===== src/rtl/gpio_port.sv =====
module gpio_port #(
  parameter int W = 8,
  parameter int AW = 4,
  parameter logic [AW-1:0] SEL2_OFS = 4'h8
) (
  input  logic          clk,
  input  logic          rst_n,
  input  logic [AW-1:0] bus_addr,
  input  logic [W-1:0]  bus_wdata,
  input  logic          bus_we,
  output logic [W-1:0]  bus_rdata,
  input  logic [W-1:0]  pad_in,
  output logic [W-1:0]  pad_out,
  output logic [W-1:0]  pad_oe,
  output logic [W-1:0]  pad_pull_en,
  output logic [W-1:0]  pad_pull_up,
  input  logic [W-1:0]  alt_out,
  output logic [W-1:0]  alt_in,
  output logic [W-1:0]  osc_sel,
  output logic          irq
);
  localparam logic [AW-1:0] OFS_IN   = AW'(0);
  localparam logic [AW-1:0] OFS_OUT  = AW'(1);
  localparam logic [AW-1:0] OFS_DIR  = AW'(2);
  localparam logic [AW-1:0] OFS_FLAG = AW'(3);
  localparam logic [AW-1:0] OFS_EDGE = AW'(4);
  localparam logic [AW-1:0] OFS_IE   = AW'(5);
  localparam logic [AW-1:0] OFS_SEL  = AW'(6);
  localparam logic [AW-1:0] OFS_REN  = AW'(7);

  logic [W-1:0] out_r, dir_r, flag_r, edge_r, ie_r, sel_r, sel2_r, ren_r;
  logic [W-1:0] sync1, sync2, last;
  logic [W-1:0] hit, periph;
  logic [1:0]   since_rst;

  function automatic logic wr_at(input logic [AW-1:0] a);
    return bus_we && (bus_addr == a);
  endfunction

  always_ff @(posedge clk or negedge rst_n) begin
    if (!rst_n) begin
      sync1 <= '0;
      sync2 <= '0;
      last  <= '0;
    end else begin
      sync1 <= pad_in;
      sync2 <= sync1;
      last  <= sync2;
    end
  end

  assign hit = (~edge_r & sync2 & ~last) | (edge_r & ~sync2 & last);

  always_ff @(posedge clk or negedge rst_n) begin
    if (!rst_n) begin
      out_r  <= '0;
      dir_r  <= '0;
      flag_r <= '0;
      edge_r <= '0;
      ie_r   <= '0;
      sel_r  <= '0;
      sel2_r <= '0;
      ren_r  <= '0;
    end else begin
      if (wr_at(OFS_OUT))  out_r  <= bus_wdata;
      if (wr_at(OFS_DIR))  dir_r  <= bus_wdata;
      if (wr_at(OFS_EDGE)) edge_r <= bus_wdata;
      if (wr_at(OFS_IE))   ie_r   <= bus_wdata;
      if (wr_at(OFS_SEL))  sel_r  <= bus_wdata;
      if (wr_at(SEL2_OFS)) sel2_r <= bus_wdata;
      if (wr_at(OFS_REN))  ren_r  <= bus_wdata;
      flag_r <= (wr_at(OFS_FLAG) ? bus_wdata : flag_r) | hit;
    end
  end

  assign periph      = sel_r & ~sel2_r;
  assign osc_sel     = sel2_r;
  assign pad_oe      = dir_r & ~sel2_r;
  assign pad_out     = (periph & alt_out) | (~periph & out_r);
  assign alt_in      = periph & ~dir_r & sync2;
  assign pad_pull_en = ren_r & ~pad_oe;
  assign pad_pull_up = out_r;
  assign irq         = |(flag_r & ie_r);

  always_comb begin
    case (bus_addr)
      OFS_IN:   bus_rdata = sync2;
      OFS_OUT:  bus_rdata = out_r;
      OFS_DIR:  bus_rdata = dir_r;
      OFS_FLAG: bus_rdata = flag_r;
      OFS_EDGE: bus_rdata = edge_r;
      OFS_IE:   bus_rdata = ie_r;
      OFS_SEL:  bus_rdata = sel_r;
      OFS_REN:  bus_rdata = ren_r;
      SEL2_OFS: bus_rdata = sel2_r;
      default:  bus_rdata = '0;
    endcase
  end

  always_ff @(posedge clk or negedge rst_n) begin
    if (!rst_n) since_rst <= '0;
    else if (since_rst != 2'd3) since_rst <= since_rst + 2'd1;
  end

  AST_FLAG_SETS_ON_EDGE: assert property (@(posedge clk) disable iff (!rst_n) (|hit) |=> ((flag_r & $past(hit)) == $past(hit)));
  AST_FLAG_HOLDS: assert property (@(posedge clk) disable iff (!rst_n) (!wr_at(OFS_FLAG) && hit == '0) |=> $stable(flag_r));
  AST_DIR_WRITE: assert property (@(posedge clk) disable iff (!rst_n) wr_at(OFS_DIR) |=> (dir_r == $past(bus_wdata)));
  AST_SYNC_DELAY: assert property (@(posedge clk) disable iff (!rst_n) (since_rst == 2'd3) |-> (sync2 == $past(pad_in, 2)));
  AST_PULL_DIR: assert property (@(posedge clk) disable iff (!rst_n) wr_at(OFS_OUT) |=> (pad_pull_up == $past(bus_wdata)));
endmodule


===== config.mk =====
export PLATFORM = sky130hd
export DESIGN_NAME = gpio_port
export DESIGN_NICKNAME = d
export VERILOG_FILES = /design/src/rtl/gpio_port.sv
export SDC_FILE = /design/constraint.sdc
export NUM_CORES = 1
export LEC_CHECK = 0
export BUFFER_PORTS_ARGS = -buffer_cell sky130_fd_sc_hd__buf_2
export CORE_ASPECT_RATIO = 0.8
export CORE_MARGIN = 3
export CORE_UTILIZATION = 57
export CTS_BUF_LIST = sky130_fd_sc_hd__clkbuf_4
export CTS_CLUSTER_SIZE = 10
export DETAILED_ROUTE_END_ITERATION = 12
export PLACE_DENSITY = 0.93
export SETUP_SLACK_MARGIN = 0.1
export SYNTH_ARGS = -nofsm -noshare
export SYNTH_HDL_FRONTEND = slang
export SYNTH_SLANG_ARGS = --single-unit
export TNS_END_PERCENT = 1

===== constraint.sdc =====
create_clock -name clk -period 1.5 [get_ports clk]
set_input_delay 0.15 -clock clk [delete_from_list [all_inputs] [get_ports clk]]
set_output_delay 0.15 -clock clk [all_outputs]
set_load 0.1 [all_outputs]

==> reports/results.tsv <==
stage	metric	value	unit
floorplan	I/O pin count	88	
clocking	clock latency on the worst-skew pair	0.46	ns
critical_path	Critical Path Slowest Stage Cell	dfrtp_1	
cells_and_area	Area Growth Syn to Fin	55.1	%
clocking	Sinks on Clock Net	88	
critical_path	Crit Path Class	reg2out	
timing	highest clock frequency the design can meet	442	MHz
yosys	cell types with the largest area share after synthesis	dfrtp_1 52%, mux2_2 18%, nor2b_1 4.8%, mux2i_1 4.0%, a22oi_1 2.5%	
floorplan	DIE WIDTH	102	um
yosys	Yosys cell types	41	
detailed_routing	drt total wl	18.1	mm
clocking	CTS H-tree depth	3	
floorplan	area of the core region	0.00703	mm2
critical_path	kind of launch point of the worst setup path	register	
yosys	Mapped Nets	368	
critical_path	maximum fanout count along the critical path	4	
floorplan	Cell Rows	27	
cells_and_area	filler cell count	232	
yosys	sequential share of the synthesized area	52.4	%
clocking	clock transition at the register clock pins on the worst setup and hold paths after CTS	0.15	ns
timing	Max Transition Viols Final	0	
detailed_routing	Vias	4204	
global_routing	antenna violations before repair	0	
yosys	number of synthesized register bits	88	
yosys	Cell Area, Synth	0.00420	mm2
placed_design	post-place setup slack	-0.242	ns
timing	Min Clock Period, post-route	2.26	ns
floorplan	height of the die	82.8	um
detailed_routing	DRC violation count after routing	0	
clocking	largest buffer count on any clock path	2	
timing	actual transition at the worst max-transition pin	0.491	ns
cells_and_area	Layout Utilization	92.8	%
cells_and_area	fraction of final layout cells with drive strength greater than 1	62.8	%
yosys	warnings from Yosys	0	
floorplan	Die ar.	0.00845	mm2
critical_path	WP data arrival	2.11	ns
timing	setup violators final	42	
global_routing	number of global-route vias before repair	4337	
critical_path	Setup crit end kind	primary output	
placed_design	Placement Cell Area	0.00601	mm2
cells_and_area	n_diodes	0	
clocking	number of buffers added by the clock tree synthesis step	9	
yosys	Yosys top cell by area	dfrtp_1	
timing	post-layout worst setup margin	-0.764	ns
critical_path	biggest cell delay along the critical path	0.51	ns
detailed_routing	drt initial violations	540	
cells_and_area	final instance area	0.00652	mm2
critical_path	crit-path leading delay family	compound AO/OA/AOI/OAI gates	
yosys	Gate Count Post-Synth	337	
yosys	Yosys top cell area share	52.4	%
critical_path	crit path cell chain	a22o_1 > a222oi_1 > buf_4 > o221ai_4 > buf_12	
pwr	Pwr per Cell Area	1590	mW/mm2
run_status	violated checks	setup timing	
detailed_routing	number of optimization iterations in the first detailed-route pass	5	
clocking	clock tree from TritonCTS	built	
floorplan	Initial Util	59.8	%
cells_and_area	Post-layout nets	539	
timing	final-layout setup total negative slack	-9.85	ns
detailed_routing	average routed wire per standard cell	30.1	um
detailed_routing	Routed Antenna Nets	0	
yosys	FFs w/ async S/R, synth	100	%
global_routing	maximum number of pins on one net before global-route repair	89	
global_routing	global-route wire length before repair	25.4	mm
clocking	Root Buffer	clkbuf_4	
yosys	Post-synth EDFFs	0	
timing	setup repair after global routing missed its margin	true	
critical_path	required time of the worst setup path	1.35	ns
detailed_routing	routed via count divided by cell count	7.01	
timing	final clock period utilization by the worst path	151	%
run_status	outcome	finished, violations left	
placed_design	DP HPWL	9.88	mm
timing	Hold Violations, Final	0	
global_routing	grt ovf	0	
yosys	dominant cell by count in the synthesized netlist	dfrtp_1	
flow_run	max capacitance violation total	0	
yosys	main flop type after synthesis	dfrtp_1	
global_routing	Total GRT Usage	40.2	%
yosys	most used standard cells in the synthesized netlist	88 x dfrtp_1, 69 x mux2_2, 32 x nor2b_1	
timing	Final Skew	0.0138	ns
placed_design	Port Buffer Count	87	
pwr	largest vdd supply drop	0.00131	V
placed_design	final RePlAce weighted congestion	0.978	
critical_path	number of buffers and inverters on the critical path	2	
timing	Slew HR	67.3	%
min_path	worst min path class	in2reg	
yosys	average size of a mapped cell	12.5	um2
clocking	post-CTS repair timing setup buffer count	0	
pwr	cell leakage power	2.90	nW
[cell families after synthesis]
family	after synthesis	synth area share [%]
and+or+nand+nor	100	14.2
buffers and inverters	12	1.49
DFF	88	52.4
muxes	86	22.5
AOI/OAI and AO/OA	51	9.41
[layout make-up]
cell class	count	area, um2	area share (%)
clock inverter	6	68.8	1.06
clock buffer	10	75.1	1.15
sequential	88	2230	34.2
multi-input combinational	237	2280	35.0
timing repair buffer	172	1760	26.9
tap	87	109	1.67
[final timing paths]
check,from,cells after the start,slack (ns),end
min,bus_wdata[4],2,0.04,edge_r[4]
min in group asynchronous,rst_n,3,0.24,sync1[4]
max in group asynchronous,rst_n,3,0.85,dir_r[1]
max,dir_r[2],5,-0.76,bus_rdata[2]
min reg2reg,sync1[3],0,0.38,sync2[3]
max reg2reg,edge_r[2],4,0.38,flag_r[2]
[state kept, by name, indices dropped and copies added, names as in the netlist]
register     flops
sync1            8
pad_pull_up      8
sync2            8
sel_r            8
osc_sel          8
edge_r           8
last             8
dir_r            8
flag_r           8
ren_r            8
ie_r             8
[worst register-to-register path, cell delays in order (launching register included)]
cell and delay [ns]:
dfrtp_1 0.45, buf_4 0.17, nor2_1 0.11, nand2_1 0.10, o211ai_1 0.19
[through the flow]
stage | hold slack, ns | total power, mW | std cells
2_1_floorplan | -0.146 | 6.68 | 337
3_3_place_gp | 0.212 | 8.09 | 575
3_5_place_dp | 0.220 | 8.29 | 575
4_1_cts | 0.0137 | 10.0 | 600
5_1_grt | 0.0414 | 10.6 | 600
6_report | 0.0354 | 10.4 | 600
[power breakdown]
group          internal (mW)  leakage, nW  switching, mW  total (mW)
logic                   1.98         1.80           3.63        5.61
clock network          0.536       0.0770          0.907        1.44
registers               2.79         1.02          0.560        3.35
[metal layers]
layer / track usage [%] / share of wire [%] / vias to the layer above
li1: - / - / 1587
met1: 48.6 / 34 / 2008
met2: 63.1 / 46 / 443
met3: 12.3 / 12 / 166
met4: 23.5 / 8.8 / 0
met5: 0 / 0 / -
[timing repair]
item	CTS	global route
endpoints found under the setup margin	57	65
gates resized for setup	62	27
hold buffers	9	0
endpoints found under the hold margin	96	0
pin swaps	8	2
[cells in the final DEF, fill, tap and decap left out, types with 4 or more instances in the layout]
master / instances
dfrtp_2: 14
buf_6: 16
nor2b_4: 24
o211ai_1: 8
mux2_2: 67
a22oi_2: 4
nor2b_1: 6
and3b_2: 8
buf_4: 80
nor2_1: 12
a22oi_1: 10
dlygate4sd3_1: 9
buf_2: 28
a32oi_1: 4
mux2i_1: 17
dfrtp_1: 72
clkbuf_4: 12
buf_12: 35
nand2_1: 23
Note: power is estimated with default switching activity, not from simulation.
